`src/rtl/stt_pkg.sv`:
```
package stt_pkg;

  typedef enum logic [1:0] {
    STT_ERR_NONE   = 2'b00,
    STT_ERR_ORPHAN = 2'b01,
    STT_ERR_ORDER  = 2'b10
  } stt_err_e;

endpackage

```
`src/rtl/stt_order_ctl.sv`:
```
module stt_order_ctl #(
  parameter int ID_W    = 3,
  parameter int MAX_OUT = 6
) (
  input  logic            clk,
  input  logic            rst_n,
  input  logic            push,
  input  logic            pop,
  output logic [ID_W-1:0] head,
  output logic [ID_W-1:0] tail,
  output logic            full,
  output logic            empty
);

  localparam int CNT_W = $clog2(MAX_OUT + 1);
  localparam logic [CNT_W-1:0] CNT_MAX = CNT_W'(MAX_OUT);

  logic [CNT_W-1:0] cnt_q, cnt_d;
  logic [ID_W-1:0]  head_q, head_d, tail_q, tail_d;

  always_comb begin
    head_d = head_q;
    tail_d = tail_q;
    cnt_d  = cnt_q;
    if (push) tail_d = tail_q + ID_W'(1);
    if (pop)  head_d = head_q + ID_W'(1);
    case ({push, pop})
      2'b10:   cnt_d = cnt_q + CNT_W'(1);
      2'b01:   cnt_d = cnt_q - CNT_W'(1);
      default: cnt_d = cnt_q;
    endcase
  end

  always_ff @(posedge clk or negedge rst_n) begin
    if (!rst_n) begin
      head_q <= '0;
      tail_q <= '0;
      cnt_q  <= '0;
    end else if (push || pop) begin
      head_q <= head_d;
      tail_q <= tail_d;
      cnt_q  <= cnt_d;
    end
  end

  assign head  = head_q;
  assign tail  = tail_q;
  assign full  = (cnt_q == CNT_MAX);
  assign empty = (cnt_q == '0);

  // the request gate never lets a push through at the limit
  p_no_overflow_r2: assert property (@(posedge clk) disable iff (!rst_n)
    push |-> !full);

  // a retire only happens when something is outstanding
  p_no_underflow_r5: assert property (@(posedge clk) disable iff (!rst_n)
    pop |-> !empty);

  // the limit is never exceeded
  p_cnt_bound_r2: assert property (@(posedge clk) disable iff (!rst_n)
    cnt_q <= CNT_MAX);

endmodule

```
`src/rtl/stt_ctx_store.sv`:
```
module stt_ctx_store #(
  parameter int ID_W   = 3,
  parameter int ADDR_W = 16,
  parameter int CMD_W  = 2
) (
  input  logic                  clk,
  input  logic                  rst_n,
  input  logic                  wr_en,
  input  logic [ID_W-1:0]       wr_slot,
  input  logic [ID_W-1:0]       wr_id,
  input  logic [ADDR_W-1:0]     wr_addr,
  input  logic [CMD_W-1:0]      wr_cmd,
  input  logic                  clr_en,
  input  logic [ID_W-1:0]       clr_slot,
  input  logic [ID_W-1:0]       rd_slot,
  output logic [ID_W-1:0]       rd_id,
  output logic [ADDR_W-1:0]     rd_addr,
  output logic [CMD_W-1:0]      rd_cmd,
  output logic [(1<<ID_W)-1:0]  busy
);

  localparam int SLOTS = 1 << ID_W;

  logic [ID_W-1:0]   id_all   [SLOTS];
  logic [ADDR_W-1:0] addr_all [SLOTS];
  logic [CMD_W-1:0]  cmd_all  [SLOTS];

  for (genvar s = 0; s < SLOTS; s++) begin : g_slot
    logic              set_hit, clr_hit, busy_en, busy_d, busy_r;
    logic [ID_W-1:0]   id_r;
    logic [ADDR_W-1:0] addr_r;
    logic [CMD_W-1:0]  cmd_r;

    always_comb begin
      set_hit = wr_en  && (wr_slot  == ID_W'(s));
      clr_hit = clr_en && (clr_slot == ID_W'(s));
      busy_en = set_hit || clr_hit;
      busy_d  = set_hit;
    end

    always_ff @(posedge clk or negedge rst_n) begin
      if (!rst_n)       busy_r <= 1'b0;
      else if (busy_en) busy_r <= busy_d;
    end

    always_ff @(posedge clk) begin
      if (set_hit) begin
        id_r   <= wr_id;
        addr_r <= wr_addr;
        cmd_r  <= wr_cmd;
      end
    end

    assign busy[s]     = busy_r;
    assign id_all[s]   = id_r;
    assign addr_all[s] = addr_r;
    assign cmd_all[s]  = cmd_r;
  end

  assign rd_id   = id_all[rd_slot];
  assign rd_addr = addr_all[rd_slot];
  assign rd_cmd  = cmd_all[rd_slot];

  // a live slot is never overwritten
  p_no_reissue_r7: assert property (@(posedge clk) disable iff (!rst_n)
    wr_en |-> !busy[wr_slot]);

  // a clear always targets a live slot different from the one written
  p_clr_live_r8: assert property (@(posedge clk) disable iff (!rst_n)
    (clr_en && wr_en) |-> (busy[clr_slot] && (clr_slot != wr_slot)));

endmodule

```
`src/rtl/stt_cpl_stage.sv`:
```
module stt_cpl_stage #(
  parameter int ID_W   = 3,
  parameter int ADDR_W = 16,
  parameter int CMD_W  = 2,
  parameter int DATA_W = 32
) (
  input  logic                clk,
  input  logic                rst_n,
  input  logic                in_fire,
  input  logic                in_hit,
  input  logic [1:0]          in_err,
  input  logic [ID_W-1:0]     in_id,
  input  logic [ADDR_W-1:0]   in_addr,
  input  logic [CMD_W-1:0]    in_cmd,
  input  logic [DATA_W-1:0]   in_data,
  output logic                in_ready,
  input  logic                out_ready,
  output logic                out_valid,
  output logic [ID_W-1:0]     out_id,
  output logic [ADDR_W-1:0]   out_addr,
  output logic [CMD_W-1:0]    out_cmd,
  output logic [DATA_W-1:0]   out_data,
  output logic [1:0]          out_err
);

  logic              vld_q, vld_d;
  logic [1:0]        err_q, err_d;
  logic              load;
  logic [ID_W-1:0]   id_q;
  logic [ADDR_W-1:0] addr_q;
  logic [CMD_W-1:0]  cmd_q;
  logic [DATA_W-1:0] data_q;

  assign in_ready = !vld_q || out_ready;

  always_comb begin
    vld_d = vld_q;
    err_d = stt_pkg::STT_ERR_NONE;
    load  = in_fire && in_hit;
    if (in_fire) begin
      vld_d = in_hit;
      err_d = in_err;
    end else if (out_ready) begin
      vld_d = 1'b0;
    end
  end

  always_ff @(posedge clk or negedge rst_n) begin
    if (!rst_n) begin
      vld_q <= 1'b0;
      err_q <= stt_pkg::STT_ERR_NONE;
    end else begin
      vld_q <= vld_d;
      err_q <= err_d;
    end
  end

  always_ff @(posedge clk) begin
    if (load) begin
      id_q   <= in_id;
      addr_q <= in_addr;
      cmd_q  <= in_cmd;
      data_q <= in_data;
    end
  end

  assign out_valid = vld_q;
  assign out_err   = err_q;
  assign out_id    = id_q;
  assign out_addr  = addr_q;
  assign out_cmd   = cmd_q;
  assign out_data  = data_q;

  // a stalled completion keeps its contents
  p_hold_r9: assert property (@(posedge clk) disable iff (!rst_n)
    (out_valid && !out_ready) |=> (out_valid && $stable(out_id) &&
      $stable(out_addr) && $stable(out_cmd) && $stable(out_data)));

  // an error cycle never carries a completion
  p_err_excl_r4: assert property (@(posedge clk) disable iff (!rst_n)
    (out_err != stt_pkg::STT_ERR_NONE) |-> !out_valid);

  // an error code lasts a single cycle while no response is taken
  p_err_pulse_r5: assert property (@(posedge clk) disable iff (!rst_n)
    ((out_err != stt_pkg::STT_ERR_NONE) && !in_fire) |=> (out_err == stt_pkg::STT_ERR_NONE));

endmodule

```
`src/rtl/stt_tracker.sv`:
```
module stt_tracker #(
  parameter int ID_W    = 3,
  parameter int ADDR_W  = 16,
  parameter int CMD_W   = 2,
  parameter int DATA_W  = 32,
  parameter int MAX_OUT = 6
) (
  input  logic              clk,
  input  logic              rst_n,
  input  logic              tag_mode,
  input  logic              req_valid,
  output logic              req_ready,
  input  logic [ID_W-1:0]   req_id,
  input  logic [ADDR_W-1:0] req_addr,
  input  logic [CMD_W-1:0]  req_cmd,
  input  logic              rsp_valid,
  output logic              rsp_ready,
  input  logic [ID_W-1:0]   rsp_id,
  input  logic [DATA_W-1:0] rsp_data,
  output logic              cpl_valid,
  input  logic              cpl_ready,
  output logic [ID_W-1:0]   cpl_id,
  output logic [ADDR_W-1:0] cpl_addr,
  output logic [CMD_W-1:0]  cpl_cmd,
  output logic [DATA_W-1:0] cpl_data,
  output logic [1:0]        err_code
);

  localparam int SLOTS = 1 << ID_W;

  logic             req_fire, rsp_fire, present, match, retire;
  logic [1:0]       err_now;
  logic [ID_W-1:0]  head, tail, wr_slot, rd_slot;
  logic             full, empty;
  logic [SLOTS-1:0] busy;
  logic [ID_W-1:0]  rd_id;
  logic [ADDR_W-1:0] rd_addr;
  logic [CMD_W-1:0] rd_cmd;

  always_comb begin
    req_ready = !full && !(tag_mode && busy[req_id]);
    req_fire  = req_valid && req_ready;
    rsp_fire  = rsp_valid && rsp_ready;
    wr_slot   = tag_mode ? req_id : tail;
    rd_slot   = tag_mode ? rsp_id : head;
    if (tag_mode) begin
      present = busy[rsp_id];
      match   = present;
    end else begin
      present = !empty;
      match   = present && (rd_id == rsp_id);
    end
    if (!present)    err_now = stt_pkg::STT_ERR_ORPHAN;
    else if (!match) err_now = stt_pkg::STT_ERR_ORDER;
    else             err_now = stt_pkg::STT_ERR_NONE;
    retire = rsp_fire && present;
  end

  stt_order_ctl #(.ID_W(ID_W), .MAX_OUT(MAX_OUT)) u_order (
    .clk   (clk),
    .rst_n (rst_n),
    .push  (req_fire),
    .pop   (retire),
    .head  (head),
    .tail  (tail),
    .full  (full),
    .empty (empty)
  );

  stt_ctx_store #(.ID_W(ID_W), .ADDR_W(ADDR_W), .CMD_W(CMD_W)) u_store (
    .clk      (clk),
    .rst_n    (rst_n),
    .wr_en    (req_fire),
    .wr_slot  (wr_slot),
    .wr_id    (req_id),
    .wr_addr  (req_addr),
    .wr_cmd   (req_cmd),
    .clr_en   (retire),
    .clr_slot (rd_slot),
    .rd_slot  (rd_slot),
    .rd_id    (rd_id),
    .rd_addr  (rd_addr),
    .rd_cmd   (rd_cmd),
    .busy     (busy)
  );

  stt_cpl_stage #(.ID_W(ID_W), .ADDR_W(ADDR_W), .CMD_W(CMD_W), .DATA_W(DATA_W)) u_cpl (
    .clk       (clk),
    .rst_n     (rst_n),
    .in_fire   (rsp_fire),
    .in_hit    (match),
    .in_err    (err_now),
    .in_id     (rd_id),
    .in_addr   (rd_addr),
    .in_cmd    (rd_cmd),
    .in_data   (rsp_data),
    .in_ready  (rsp_ready),
    .out_ready (cpl_ready),
    .out_valid (cpl_valid),
    .out_id    (cpl_id),
    .out_addr  (cpl_addr),
    .out_cmd   (cpl_cmd),
    .out_data  (cpl_data),
    .out_err   (err_code)
  );

  // a tag-mode completion names the tag of the response that caused it
  p_tag_match_r6: assert property (@(posedge clk) disable iff (!rst_n)
    (rsp_valid && rsp_ready && tag_mode) |=> (!cpl_valid || (cpl_id == $past(rsp_id))));

  // an ordered completion carries the returned data
  p_data_r3: assert property (@(posedge clk) disable iff (!rst_n)
    (rsp_valid && rsp_ready) |=> (!cpl_valid || (cpl_data == $past(rsp_data))));

  // no response is taken while a completion is stalled
  p_stall_r9: assert property (@(posedge clk) disable iff (!rst_n)
    (cpl_valid && !cpl_ready) |-> !rsp_ready);

endmodule

```
`config.mk`:
```
export PLATFORM = sky130hd
export DESIGN_NAME = stt_tracker
export DESIGN_NICKNAME = d
export VERILOG_FILES = /design/src/rtl/stt_pkg.sv /design/src/rtl/stt_order_ctl.sv /design/src/rtl/stt_ctx_store.sv /design/src/rtl/stt_cpl_stage.sv /design/src/rtl/stt_tracker.sv
export SDC_FILE = /design/constraint.sdc
export NUM_CORES = 1
export LEC_CHECK = 0
export ABC_AREA = 1
export BUFFER_PORTS_ARGS = -buffer_cell sky130_fd_sc_hd__buf_2
export CAP_MARGIN = 15
export CORE_ASPECT_RATIO = 0.75
export CORE_MARGIN = 8
export CORE_UTILIZATION = 35
export DETAILED_ROUTE_END_ITERATION = 16
export SLEW_MARGIN = 20
export SYNTH_ARGS = -nofsm -noshare
export SYNTH_HDL_FRONTEND = slang
export SYNTH_SLANG_ARGS = --single-unit
```
`constraint.sdc`:
```
create_clock -name clk -period 2.7 [get_ports clk]
set_input_delay 0.135 -clock clk [delete_from_list [all_inputs] [get_ports clk]]
set_output_delay 0.135 -clock clk [all_outputs]
set_load 0.02 [all_outputs]
```
# ---- Word-level counts from Yosys, hierarchy flattened
# Index checks and enable logic that the tools add are counted.
dict set report word_totals {
  ff_bits 241
  latch_bits 0
  mem_bits_rw 0
  rom_bits 0
  output_inout_bits 58
  wordCells 135
  memories 0
}
dict set report op_classes {
  add_sub_neg 4
  n_mul 0
  n_div 0
  order_cmp 3
  n_eq_ne 18
  shifts 0
  n_mux 23
  n_bitwise 1
  n_reduce_logical 45
}
# op n
set ops {}
lappend ops {{binary-select mux 16 bit (select 3 bit)} 1}
lappend ops {{2-to-1 mux 16 bit} 2}
lappend ops {{equality test 3 bit, second input constant} 9}
lappend ops {{logical AND 1 bit} 23}
lappend ops {{equality test 3 x 2 -> 1 bit, second input constant} 4}
lappend ops {{2-to-1 mux 3 bit} 4}
lappend ops {{logical OR 1 bit} 10}
lappend ops {{2-to-1 mux 2 bit} 5}
lappend ops {{adder 3 x 1 -> 3 bit, second input constant} 3}
lappend ops {{binary-select mux 3 bit (select 3 bit)} 1}
lappend ops {{zero test 3 bit} 3}
lappend ops {{less-than comparator 3 x 4 -> 1 bit, second input constant} 2}
lappend ops {{binary-select mux 1 bit (select 3 bit)} 2}
lappend ops {{binary-select mux 2 bit (select 3 bit)} 1}
lappend ops {{equality test 3 x 1 -> 1 bit, second input constant} 2}
lappend ops {{2-to-1 mux 1 bit} 6}
lappend ops {{case mux 3 bit (2 select lines)} 1}
lappend ops {{AND reduction 2 bit} 3}
lappend ops {{>= comparator 4 bit, second input constant} 1}
lappend ops {{zero test 1 bit} 4}
lappend ops {{NOT 3 -> 4 bit} 1}
lappend ops {{nonzero test 2 bit} 2}
lappend ops {{equality test 3 bit} 1}
lappend ops {{subtractor 3 x 1 -> 3 bit, second input constant} 1}
lappend ops {{2 further kinds} 2}

# ---- Depth between registers and ports, before layout
dict set report logic_depth {
  ltp_word 11
  depth_mapped 16
}

# ---- Hierarchy
# A second synthesis with hierarchy kept.
dict set report hier_totals {
  hier_cells 998
  area_unflattened_um2 10326.2
}
# module instances cells_each area_per_inst_um2 seq_area_each_um2
set by_module_without_submodules {}
lappend by_module_without_submodules {stt_ctx_store 1 793 7762.4 5245.0}
lappend by_module_without_submodules {stt_cpl_stage 1 67 1707.9 1666.6}
lappend by_module_without_submodules {stt_order_ctl 1 52 478.0 225.2}
lappend by_module_without_submodules {stt_tracker 1 86 377.9 0.0}

# ---- Worst setup path after synthesis
# Ideal clock, no wire load.
dict set report synth_path {
  path_kind {register -> register}
  startpoint {register u_order.head_q[0], in the netlist u_order.head[0]}
  endpoint {register u_cpl.addr_q[0], in the netlist u_cpl.out_addr[0] (enable)}
  setup_time_ns 0.407
  arrival_time_ns 2.376
  required_time_ns 2.293
  path_slack_ns -0.083
  path_stages_with_launch 16
  period_less_slack_ns 2.783
  path_cell_list {dfrtp_1 inv_1 nand2_1 nand2_4 nand2_1 nand2_1 nand2_1 nand2_1 nand2_1 nand2_1 nor2_1 nor2_1 nand2_1 nand2_2 nand2_2 inv_1}
}
dict set report synth_via {
  elab_chain_cells 9
}
# item line_no
set synth_lines {}
lappend synth_lines {{start, declared} stt_order_ctl.sv:19} ;# logic [ID_W-1:0] head_q, head_d, tail_q, tail_d;
lappend synth_lines {{start signal, assigned} stt_order_ctl.sv:36} ;# head_q <= '0;
lappend synth_lines {{start signal, assigned} stt_order_ctl.sv:40} ;# head_q <= head_d;
lappend synth_lines {{2-to-1 mux 3 bit} stt_tracker.sv:45} ;# rd_slot = tag_mode ? rsp_id : head;
lappend synth_lines {{NOT 3 -> 4 bit (implied by the code)} stt_ctx_store.sv:60} ;# assign rd_id = id_all[rd_slot];
lappend synth_lines {{binary-select mux 3 bit (select 3 bit)} stt_ctx_store.sv:60}
lappend synth_lines {{2-to-1 mux 3 bit (implied by the code) (2 in series)} stt_ctx_store.sv:60}
lappend synth_lines {{equality test 3 bit} stt_tracker.sv:51} ;# match = present && (rd_id == rsp_id);
lappend synth_lines {{logical AND 1 bit} stt_tracker.sv:51}
lappend synth_lines {{2-to-1 mux 1 bit} stt_tracker.sv:46} ;# if (tag_mode) begin
lappend synth_lines {{logical AND 1 bit} stt_cpl_stage.sv:39} ;# load = in_fire && in_hit;
lappend synth_lines {{net u_cpl.load} stt_cpl_stage.sv:28} ;# logic load;
lappend synth_lines {{end signal, assigned} stt_cpl_stage.sv:61} ;# addr_q <= in_addr;
lappend synth_lines {{end, declared} stt_cpl_stage.sv:30} ;# logic [ADDR_W-1:0] addr_q;
# The timed path passes the listed nets, and every way through them passes these cells. The select of a mux whose other input is x is not followed.
# A chain may end at the register's enable or synchronous reset.

# ---- Final worst setup path
dict set report layout_path {
  startpoint {register u_store.g_slot[7].busy_r}
  endpoint {register u_store.g_slot[5].cmd_r[0] (enable)}
}
dict set report layout_via {
  elab_chain_cells 7
}
# item line_no
set layout_lines {}
lappend layout_lines {{start, declared} stt_ctx_store.sv:29} ;# logic set_hit, clr_hit, busy_en, busy_d, busy_r;
lappend layout_lines {{start signal, assigned} stt_ctx_store.sv:43} ;# else if (busy_en) busy_r <= busy_d;
lappend layout_lines {{binary-select mux 1 bit (select 3 bit)} stt_tracker.sv:41} ;# req_ready = !full && !(tag_mode && busy[req_id]);
lappend layout_lines {{2-to-1 mux 1 bit (implied by the code)} stt_tracker.sv:41}
lappend layout_lines {{logical AND 1 bit} stt_tracker.sv:41}
lappend layout_lines {{zero test 1 bit} stt_tracker.sv:41}
lappend layout_lines {{logical AND 1 bit} stt_tracker.sv:41}
lappend layout_lines {{logical AND 1 bit} stt_tracker.sv:42} ;# req_fire = req_valid && req_ready;
lappend layout_lines {{logical AND 1 bit} stt_ctx_store.sv:35} ;# set_hit = wr_en && (wr_slot == ID_W'(s));
lappend layout_lines {{net u_store.g_slot[5].busy_d} stt_ctx_store.sv:29}
lappend layout_lines {{end signal, assigned} stt_ctx_store.sv:50} ;# cmd_r <= wr_cmd;
lappend layout_lines {{end, declared} stt_ctx_store.sv:32} ;# logic [CMD_W-1:0] cmd_r;
# The timed path passes the listed nets, and every way through them passes these cells. The select of a mux whose other input is x is not followed.

==> results.txt <==
Final Hold Vio Count: 0
DR pass1 iterations: 4
register area share after synthesis: 76.2%
Final Skew: 10.1 ps
unrepaired setup endpoints after global routing: no
CP arrival: 2460 ps
die footprint: 32300 µm²
crit-path max FO: 21
largest net degree at the start of global routing: 54
Routed Antenna Nets: 0
worst slew pin tran: 575 ps
HPWL Detailed: 12900 µm
FMAX: 435 MHz
global-route wire length before repair: 32600 µm
Layout Cells excl Fill: 1243
post-placement cell count: 1144
top_reg_cell synth: edfxtp_1
Iteration-0 DRC Markers: 380
All-Layer GR Usage: 12.8%
status: finished clean
most used cell, CP: nand2_1
Detailed Route WL: 21200 µm
I/O pin cnt: 120
routed wl met2: 9740 µm
clock latency on the worst-skew pair: 510 ps
critical path's slowest cell: dfrtp_1
Setup violations, final: 0
HP Class: in2reg
length of routed wiring on met1: 9820 µm
Max Transition Viols Final: 0
Buffers on Ports: 119
Top delay family on crit path: simple AND/OR/NAND/NOR gates
ant diodes: 0
routed vias/inst: 4.60
Hold WS: 37.5 ps
Layout Nets: 942
top-area cell type share of the netlist area: 70.8%
Layout area overhead: 26.2%
Clock transition at path regs: 60 ps
CP startpoint kind: flip-flop
Initial Util: 35.1%
slowest cell delay on critical path: 380 ps
clock period minus worst slack: 2300 ps
synth cell count leaders: edfxtp_1 (221), nand2_1 (172), inv_1 (64)
Net Count, Synth: 746
die width: 205 µm
largest area contributor in the netlist: edfxtp_1
max layer used: met4
Core ar.: 26700 µm²
Worst Path Buf+Inv: 4
VDD IR max: 0.000398 V
Layout fillers: 2464
CTS buffer count: 24
Synth Cell Area: 9370 µm²
fraction of registers with async set/reset: 8.30%
CP Capture Type: flip-flop
post-CTS setup buffers: 0
TritonCTS clock tree: built
Synth cell types: 34
Final period util: 85.1%
initial antenna violation count: 0
leakage: 4.59 nW
wire length per cell: 17.0 µm
Cell Chain, Critical Path: inv_1 > nand2_1 > o211ai_1 > nand2_1 > a21oi_1 > nand2_1 > inv_1 > nand2_1 > nor2_1 > nand2_1 > inv_1 > buf_4
met3 wire len: 1300 µm
Setup CP Type: reg2reg
vias in the first global route: 5771
Setup TNS: 0 ps
yosys warns: 0
number of synthesized flops with an enable pin: 221
clock buffer depth: 3
share of cells above drive strength 1: 22.1%
post-cts gate resize count: 0
clk sink count: 241
Hold Buf Count CTS: 56
gpl congestion: 0.883
routed via count: 5721
Post-Synthesis Cells: 679
Yosys reg bits: 241
max cap viols: 0
most frequent cell after synthesis: edfxtp_1
Root Buffer: clkbuf_16
GRT overflow: 0
Rel. slew slack: 61.6%
Std-Cell Rows: 52
PD cells: 856 nW/µm²
drt drc: 0
Mean Syn Cell Area: 13.8 µm²
ranking of synthesized cells by area: edfxtp_1 (71%), nand2_1 (6.9%), dfrtp_1 (5.3%)
die height: 158 µm
CP Data Required Time: 2860 ps
CTS H-Tree Depth: 1
==> cells by family (layout without fill, tap and decap cells) <==
family	Yosys count	in the layout	share of synthesized area (%)
AOI/OAI and AO/OA	85	85	6.22
xor gates and xnor gates	6	6	0.561
adders and majority gates	5	5	0.748
buffers and inverters	91	304	4.47
DFF	241	241	76.2
and+or+nand+nor	251	251	11.8
==> layout by cell type, fill, tap and decap left out, drive strengths merged <==
master       instances
a211oi              14
a21boi               1
a21oi                6
a22oi               22
a31oi                5
a41oi               14
buf                136
bufinv               5
clkbuf              26
clkinv              11
clkinvlp             2
dfrtp               20
dlygate4sd3         56
edfxtp             221
fa                   1
ha                   4
inv                 68
nand2              185
nand3               29
nand3b               2
nand4                5
nor2                21
nor3                 9
o211ai               2
o21ai               20
o22ai                1
xnor2                1
xor2                 5
==> worst register-to-register path, cell delays in order (launching register included) <==
cell,delay (ps)
dfrtp_1,380
inv_1,70
nand2_1,40
o211ai_1,110
nand2_1,80
a21oi_1,130
nand2_1,70
inv_1,80
nand2_1,150
nor2_1,270
nand2_1,130
inv_1,80
buf_4,350
==> cell type report <==
class / count / area, µm² / area share, %
clock buffer: 26 / 608 / 5.14
clock inverter: 17 / 219 / 1.85
inverter: 69 / 268 / 2.26
multi-input combinational: 347 / 1820 / 15.4
sequential: 241 / 7140 / 60.4
tap: 351 / 439 / 3.71
timing repair buffer: 192 / 1330 / 11.3
==> final timing paths <==
kind,start,endpoint,slack (ps),cells after the start
worst max-delay path,u_store.g_slot[7].busy_r,u_store.g_slot[5].cmd_r[0],400,12
worst min-delay path,req_id[0],u_store.g_slot[6].id_r[0],40,1
worst max register to register,u_store.g_slot[7].busy_r,u_store.g_slot[5].cmd_r[0],400,12
worst min register to register,u_order.head[2],u_order.head[2],480,1
max in group asynchronous,rst_n,u_order.tail[1],2260,2
min in group asynchronous,rst_n,u_cpl.out_valid,110,2
==> metal layers <==
| layer | vias to the layer above | GRT usage [%] |
|---|---|---|
| li1 | 2811 | - |
| met1 | 2755 | 17.6 |
| met2 | 135 | 20.8 |
| met3 | 20 | 2.80 |
| met4 | 0 | 2.51 |
| met5 | - | 0 |
==> per-stage QoR <==
step	cell area, µm²	util, %	total power, mW	worst slack [ps]
final	11800	44.3	10.1	403
after global routing	11800	44.3	10.6	91.2
after CTS	11800	44.3	10.3	390
after detailed placement	10400	39.1	6.69	289
after global placement	10400	39.1	6.66	345
after floorplan	9380	-	6.05	228
==> report_power, final <==
group | internal (mW) | total [mW] | leakage, nW | switching [mW]
registers | 4.55 | 4.69 | 2.24 | 0.137
logic | 0.657 | 1.97 | 1.95 | 1.31
clock network | 2.11 | 3.47 | 0.406 | 1.37
==> state kept, by name, summed over array words and instances, names as in the netlist <==
| signal | cells |
|---|---|
| u_cpl.out_err | 2 |
| u_store.g_slot.cmd_r | 16 |
| u_order.head | 3 |
| u_store.g_slot.addr_r | 128 |
| u_order.tail | 3 |
| u_cpl.out_id | 3 |
| u_store.g_slot.busy_r | 8 |
| u_order.cnt_q | 3 |
| u_cpl.out_addr | 16 |
| u_store.g_slot.id_r | 24 |
| u_cpl.out_cmd | 2 |
| u_cpl.out_valid | 1 |
| u_cpl.out_data | 32 |
Power figures use the tool's default switching activity.
